## src/rtl/gpio_edge_pkg.sv

```systemverilog
package gpio_edge_pkg;
  localparam int unsigned WORD_W = 32;
  localparam int unsigned SEL_W  = 3;

  typedef enum logic [SEL_W-1:0] {
    SEL_LEVEL = 3'd0,
    SEL_DIR   = 3'd1,
    SEL_SET   = 3'd2,
    SEL_CLR   = 3'd3,
    SEL_RISE  = 3'd4,
    SEL_FALL  = 3'd5,
    SEL_STAT  = 3'd6,
    SEL_NONE  = 3'd7
  } reg_sel_e;
endpackage

```

## src/rtl/gpio_input_sync.sv

```systemverilog
module gpio_input_sync #(
  parameter int unsigned W = 32
) (
  input  logic         clk,
  input  logic         rst_n,
  input  logic [W-1:0] async_in,
  output logic [W-1:0] sync_q,
  output logic [W-1:0] prev_q
);
  logic [W-1:0] meta_q;

  always_ff @(posedge clk or negedge rst_n) begin
    if (!rst_n) begin
      meta_q <= '0;
      sync_q <= '0;
      prev_q <= '0;
    end else begin
      meta_q <= async_in;
      sync_q <= meta_q;
      prev_q <= sync_q;
    end
  end
endmodule

```

## src/rtl/gpio_bank.sv

```systemverilog
module gpio_bank #(
  parameter int unsigned W = 32
) (
  input  logic         clk,
  input  logic         rst_n,
  input  logic [W-1:0] lvl_now,
  input  logic [W-1:0] lvl_prev,
  input  logic         we_dir,
  input  logic         we_set,
  input  logic         we_clr,
  input  logic         we_rise,
  input  logic         we_fall,
  input  logic         we_stat,
  input  logic [W-1:0] wdata,
  output logic [W-1:0] dir_q,
  output logic [W-1:0] out_q,
  output logic [W-1:0] rise_q,
  output logic [W-1:0] fall_q,
  output logic [W-1:0] stat_q
);
  logic [W-1:0] edge_hit;
  logic [W-1:0] stat_clr;
  logic [W-1:0] out_set;
  logic [W-1:0] out_clr;

  always_comb begin
    edge_hit = (lvl_now & ~lvl_prev & rise_q) | (~lvl_now & lvl_prev & fall_q);
    stat_clr = we_stat ? wdata : '0;
    out_set  = we_set  ? wdata : '0;
    out_clr  = we_clr  ? wdata : '0;
  end

  always_ff @(posedge clk or negedge rst_n) begin
    if (!rst_n) begin
      dir_q  <= '0;
      out_q  <= '0;
      rise_q <= '0;
      fall_q <= '0;
      stat_q <= '0;
    end else begin
      if (we_dir)  dir_q  <= wdata;
      if (we_rise) rise_q <= wdata;
      if (we_fall) fall_q <= wdata;
      out_q  <= (out_q | out_set) & ~out_clr;
      stat_q <= (stat_q & ~stat_clr) | edge_hit;
    end
  end

  assert_sticky_R9: assert property (@(posedge clk) disable iff (!rst_n)
    ((~stat_q & $past(stat_q)) & ~$past(stat_clr)) == '0);

  assert_set_only_by_edge_R6: assert property (@(posedge clk) disable iff (!rst_n)
    ((stat_q & ~$past(stat_q)) & ~$past(edge_hit)) == '0);

  assert_edge_wins_R10: assert property (@(posedge clk) disable iff (!rst_n)
    ((edge_hit & stat_clr) != '0) |=> ((stat_q & $past(edge_hit & stat_clr)) == $past(edge_hit & stat_clr)));

  assert_set_high_R3: assert property (@(posedge clk) disable iff (!rst_n)
    (out_set != '0) |=> ((~out_q & $past(out_set)) == '0));

  assert_clr_low_R4: assert property (@(posedge clk) disable iff (!rst_n)
    (out_clr != '0) |=> ((out_q & $past(out_clr)) == '0));
endmodule

```

## src/rtl/gpio_edge_ctrl.sv

```systemverilog
module gpio_edge_ctrl
  import gpio_edge_pkg::*;
#(
  parameter int unsigned NUM_PINS = 81,
  parameter int unsigned NUM_BANKS = (NUM_PINS + WORD_W - 1) / WORD_W,
  parameter int unsigned BANK_W = (NUM_BANKS > 1) ? $clog2(NUM_BANKS) : 1,
  parameter int unsigned ADDR_W = SEL_W + BANK_W
) (
  input  logic                clk,
  input  logic                rst_n,
  input  logic [NUM_PINS-1:0] pin_in,
  output logic [NUM_PINS-1:0] pin_out,
  output logic [NUM_PINS-1:0] pin_oe,
  input  logic                reg_valid,
  input  logic                reg_write,
  input  logic [ADDR_W-1:0]   reg_addr,
  input  logic [WORD_W-1:0]   reg_wdata,
  output logic                reg_rvalid,
  output logic [WORD_W-1:0]   reg_rdata,
  output logic                irq_pin0,
  output logic                irq_pin1,
  output logic                irq_shared
);
  localparam int unsigned LAST_W = NUM_PINS - (NUM_BANKS - 1) * WORD_W;

  logic [NUM_PINS-1:0] lvl_now, lvl_prev, stat_all;
  logic [WORD_W-1:0]   w_lvl [NUM_BANKS];
  logic [WORD_W-1:0]   w_dir [NUM_BANKS];
  logic [WORD_W-1:0]   w_out [NUM_BANKS];
  logic [WORD_W-1:0]   w_rise[NUM_BANKS];
  logic [WORD_W-1:0]   w_fall[NUM_BANKS];
  logic [WORD_W-1:0]   w_stat[NUM_BANKS];
  reg_sel_e            sel;
  logic [BANK_W-1:0]   bank;
  logic                wr_go;
  logic [WORD_W-1:0]   rd_word;

  assign sel   = reg_sel_e'(reg_addr[ADDR_W-1 -: SEL_W]);
  assign bank  = reg_addr[BANK_W-1:0];
  assign wr_go = reg_valid && reg_write;

  gpio_input_sync #(.W(NUM_PINS)) u_sync (
    .clk(clk), .rst_n(rst_n), .async_in(pin_in),
    .sync_q(lvl_now), .prev_q(lvl_prev)
  );

  for (genvar b = 0; b < NUM_BANKS; b++) begin : g_bank
    localparam int unsigned LO = b * WORD_W;
    localparam int unsigned BW = (b == NUM_BANKS - 1) ? LAST_W : WORD_W;
    logic          hit;
    logic [BW-1:0] dir_w, out_w, rise_w, fall_w, stat_w;

    assign hit = wr_go && (bank == BANK_W'(b));

    gpio_bank #(.W(BW)) u_bank (
      .clk(clk), .rst_n(rst_n),
      .lvl_now(lvl_now[LO +: BW]), .lvl_prev(lvl_prev[LO +: BW]),
      .we_dir (hit && sel == SEL_DIR),
      .we_set (hit && sel == SEL_SET),
      .we_clr (hit && sel == SEL_CLR),
      .we_rise(hit && sel == SEL_RISE),
      .we_fall(hit && sel == SEL_FALL),
      .we_stat(hit && sel == SEL_STAT),
      .wdata(reg_wdata[BW-1:0]),
      .dir_q(dir_w), .out_q(out_w), .rise_q(rise_w), .fall_q(fall_w), .stat_q(stat_w)
    );

    assign pin_oe[LO +: BW]   = dir_w;
    assign pin_out[LO +: BW]  = out_w;
    assign stat_all[LO +: BW] = stat_w;
    assign w_lvl[b]  = WORD_W'(lvl_now[LO +: BW]);
    assign w_dir[b]  = WORD_W'(dir_w);
    assign w_out[b]  = WORD_W'(out_w);
    assign w_rise[b] = WORD_W'(rise_w);
    assign w_fall[b] = WORD_W'(fall_w);
    assign w_stat[b] = WORD_W'(stat_w);
  end

  always_comb begin
    rd_word = '0;
    for (int b = 0; b < NUM_BANKS; b++) begin
      if (bank == BANK_W'(b)) begin
        case (sel)
          SEL_LEVEL:        rd_word = w_lvl[b];
          SEL_DIR:          rd_word = w_dir[b];
          SEL_SET, SEL_CLR: rd_word = w_out[b];
          SEL_RISE:         rd_word = w_rise[b];
          SEL_FALL:         rd_word = w_fall[b];
          SEL_STAT:         rd_word = w_stat[b];
          default:          rd_word = '0;
        endcase
      end
    end
  end

  always_ff @(posedge clk or negedge rst_n) begin
    if (!rst_n) begin
      reg_rvalid <= 1'b0;
      reg_rdata  <= '0;
    end else begin
      reg_rvalid <= reg_valid && !reg_write;
      if (reg_valid && !reg_write) reg_rdata <= rd_word;
    end
  end

  assign irq_pin0   = stat_all[0];
  assign irq_pin1   = stat_all[1];
  assign irq_shared = |stat_all[NUM_PINS-1:2];

  assert_read_answered_R13: assert property (@(posedge clk) disable iff (!rst_n)
    (reg_valid && !reg_write) |=> reg_rvalid);

  assert_no_spurious_rvalid_R13: assert property (@(posedge clk) disable iff (!rst_n)
    !(reg_valid && !reg_write) |=> !reg_rvalid);

  if (LAST_W < WORD_W) begin : g_pad_chk
    assert_pad_zero_R12: assert property (@(posedge clk) disable iff (!rst_n)
      (reg_valid && !reg_write && bank == BANK_W'(NUM_BANKS - 1))
        |=> (reg_rdata[WORD_W-1:LAST_W] == '0));
  end
endmodule

```

## config.mk

```make
export PLATFORM = sky130hd
export DESIGN_NAME = gpio_edge_ctrl
export DESIGN_NICKNAME = d
export VERILOG_FILES = /design/src/rtl/gpio_edge_pkg.sv /design/src/rtl/gpio_input_sync.sv /design/src/rtl/gpio_bank.sv /design/src/rtl/gpio_edge_ctrl.sv
export SDC_FILE = /design/constraint.sdc
export NUM_CORES = 1
export LEC_CHECK = 0
export BUFFER_PORTS_ARGS = -buffer_cell sky130_fd_sc_hd__buf_2
export CAP_MARGIN = 15
export CORE_ASPECT_RATIO = 1.1
export CORE_UTILIZATION = 41
export CTS_CLUSTER_DIAMETER = 60
export DETAILED_ROUTE_END_ITERATION = 6
export PLACE_DENSITY_LB_ADDON = 0.15
export SETUP_SLACK_MARGIN = 0.15
export SLEW_MARGIN = 20
export SYNTH_ARGS = -nofsm -noshare
export SYNTH_HDL_FRONTEND = slang
export SYNTH_SLANG_ARGS = --single-unit
```

## constraint.sdc

```tcl
create_clock -name clk -period 2.43 [get_ports clk]
set_clock_uncertainty 0.1 [all_clocks]
set_input_delay 0.486 -clock clk [delete_from_list [all_inputs] [get_ports clk]]
set_output_delay 0.486 -clock clk [all_outputs]
set_load 0.03 [all_outputs]
```

==> impl_metrics.yaml <==
logic_synthesis:
  yosys_warnings: 0
  synthArstFlopShare_pct: 100
  synth-edff-count: 0
  ys_top_cells_by_area: "dfrtp_1 (61%), mux2_2 (11%), a21oi_1 (3.6%)"
  syn_area_um2: 28000
  syn_avg_cell_area_um2: 12.6
  ys_types: 58
  netlist_instances: 2222
  synth_sequential_area_ratio_pct: 60.8
  ys_seq_elements: 681
  synth_top_area_cell: "dfrtp_1"
  synth_top_area_share_pct: 60.8
  ys.flop_type: "dfrtp_1"
  synth_nets: 2344
route:
  viasPerCell: 5.77
  wl_per_cell_um: 27.5
  num_vias: 21151
  ant_nets: 0
  route.detailed.drc: 0
  dr.pass1.iters: 5
  drtIter0Drc: 1858
  routed_wl_um: 101000
floorplanning:
  fp-row-count: 100
  core_um2: 67700
  ios: 320
  die_area_um2: 69500
  initial_core_util_pct: 41.4
  die_w_um: 251
  die_y_um: 276
placed_design:
  port-buffer-count: 319
  placed_area_um2: 31800
  dp_hpwl_um: 70200
  gp_congestion: 0.901
  dp_slack_ns: -0.0885
sta:
  setup_violations: 1
  min_period_ns: 2.81
  slew_violations: 0
  fin_ws_ns: -0.384
  tightest_slew_ns: 0.560
  finalCritPeriodShare_pct: 116
  hold_viol: 0
  whs_ns: 0.122
  relSlewSlack_pct: 62.6
  rsz0062_at_grt: "true"
  fin_setup_tns_ns: -0.384
  clock.fmax_mhz: 355
status:
  status: "complete, but fails checks"
  violations: "negative setup slack"
layout:
  layout-drive-gt1-share_pct: 34.0
  layout.nets: 2814
  layout_common_cells: "dfrtp_1 (678), buf_2 (314), mux2_2 (264)"
  multi_input_area_um2: 10300
  finalInstanceArea_um2: 35300
  seq_area_um2: 17000
  fillers: 5867
  final_common_cell: "dfrtp_1"
  area_growth_pct: 25.9
critical_path:
  cp_cell_sequence: "nor4_4, nand4_1, nor2_2, nand2_2, buf_6"
  crit_path_top_delay_cell: "dfrtp_1"
  ff2ff_setup_slack_ns: 0.56
  crit_family: "simple AND/OR/NAND/NOR gates"
  cpPeakStageDelay_ns: 0.51
  worstSetupPathType: "reg2out"
  critPathCaptureType: "primary output"
  required_ns: 1.84
  crit_arrival_ns: 2.23
  cp_num_buf_inv: 1
  cp_max_fo: 3
  startpoint: "g_bank[2].u_bank.stat_q[6]"
  critPathLaunchType: "flop"
  crit_end: "irq_shared"
  crit_cells: 5
  timing.rr.end: "reg_rdata[10]"
  reg2regPathDepth: 5
  r2r-start: "g_bank[0].u_bank.dir_q[10]"
clocking:
  cts_tree: "built"
  cts_buffers: 74
  cts_root_buffer: "clkbuf_16"
  clockBufferDepth: 3
  clkSinkCount: 681
  clkLatencyLatePin_ns: 0.62
  clk_pin_slew_worst_paths_ns: 0.06
  cts-htree-levels: 3
grt:
  first_global_vias: 21631
  grt_pass1_wl_um: 148000
  antenna_found_initial: 2
  grt_max_degree: 79
  grt_use_total_pct: 29.2
  gr-total-overflow: 0
power_and_ir_drop:
  p_per_area_nw_per_um2: 853
  leakage_nw: 16.2
  peakVddDrop_mv: 0.478
  power_w: 0.0301
run:
  drv_cap: 0
hold_path:
  holdPathStages: 2
  hold_path_class: "in2reg"
-- cell usage after synthesis, types with 5 or more instances --
master and instances:
o221ai_1 15, a22o_1 12, mux4_2 17, and3_1 5
o211ai_1 58, mux2_2 264, and2_1 7, a32oi_1 7
o21ai_0 58, mux2i_1 47, a21o_1 35, nand4_1 5
buf_2 79, nor2_1 42, a31oi_1 5, dfrtp_1 681
a21oi_1 199, nor3_2 5, buf_4 12, nor4_1 20
nor2b_1 5, nor3_1 6, o2bb2ai_1 12, nand2_1 253
mux2_4 10, clkbuf_1 67, nand3_1 18, nand3b_1 84
a221oi_1 55, a211oi_1 12, buf_6 14, a32o_1 19
a22oi_1 30, a221o_1 15
-- metrics by stage --
stage | instances | util, %
floorplan | 2222 | -
global placement | 3449 | 47.0
detailed placement | 3449 | 47.0
CTS | 3664 | 52.2
global route | 3664 | 52.2
finish | 3665 | 52.2
-- flip-flops by register name, summed over array words and instances, names as in the netlist --
register	flops
g_bank.u_bank.dir_q	81
g_bank.u_bank.fall_q	81
g_bank.u_bank.out_q	81
g_bank.u_bank.rise_q	81
g_bank.u_bank.stat_q	81
u_sync.meta_q	81
u_sync.prev_q	81
u_sync.sync_q	81
reg_rdata	32
reg_rvalid	1
-- cells by family after synthesis --
group                  synth area share, %
DFF                                   60.8
AOI/OAI and AO/OA                     13.3
and+or+nand+nor                       8.29
muxes                                 14.3
buffers and inverters                 3.28
-- area by class of cell --
class	count	area share, %
clock inverter	24	0.978
antenna	1	0.00709
sequential	681	48.3
multi-input combinational	1362	29.1
tap	918	3.25
inverter	6	0.0638
clock buffer	106	6.30
timing repair buffer	567	12.0
-- worst reg2reg max path, cell delays in order, from the launching register on --
cell       delay [ns]
dfrtp_1          0.41
mux2i_1          0.20
a211oi_1         0.11
a2111oi_0        0.42
o2bb2ai_1        0.23
a32o_1           0.29
-- worst min path at each step --
| stage | to | slack, ns | startpoint |
|---|---|---|---|
| after floorplan | g_bank[0].u_bank.dir_q[0] | 0.09 | rst_n |
| after global placement | u_sync.sync_q[64] | 0.23 | u_sync.meta_q[64] |
| after detailed placement | u_sync.sync_q[34] | 0.23 | u_sync.meta_q[34] |
| after CTS | g_bank[0].u_bank.out_q[25] | 0.08 | reg_wdata[25] |
| after global routing | g_bank[0].u_bank.out_q[25] | 0.12 | reg_wdata[25] |
| final | g_bank[0].u_bank.out_q[25] | 0.12 | reg_wdata[25] |
-- routing by layer --
layer  track usage, %  vias to the layer above  wire length (µm)
li1                 -                     9106                 -
met2             46.9                      836             48000
met1             39.2                    11030             42300
met4             12.3                        2              3990
met3             4.68                      177              6340
met5                0                        -                13
-- timing repair --
action / 4_1_cts / 5_1_grt
endpoints found under the setup margin: 1 / 1
gates resized for setup: 20 / 1
pin swaps: 4 / 3
setup buffers: 3 / 0
hold buffers: 82 / 0
endpoints found under the hold margin: 109 / 0
-- report_power, final --
part | switching, W | internal, W | total (W)
clock network | 0.00466 | 0.00722 | 0.0119
logic | 0.00259 | 0.00178 | 0.00437
registers | 0.00130 | 0.0126 | 0.0139
total | 0.00855 | 0.0216 | 0.0301
No activity file was read; power rests on OpenSTA's default activity.
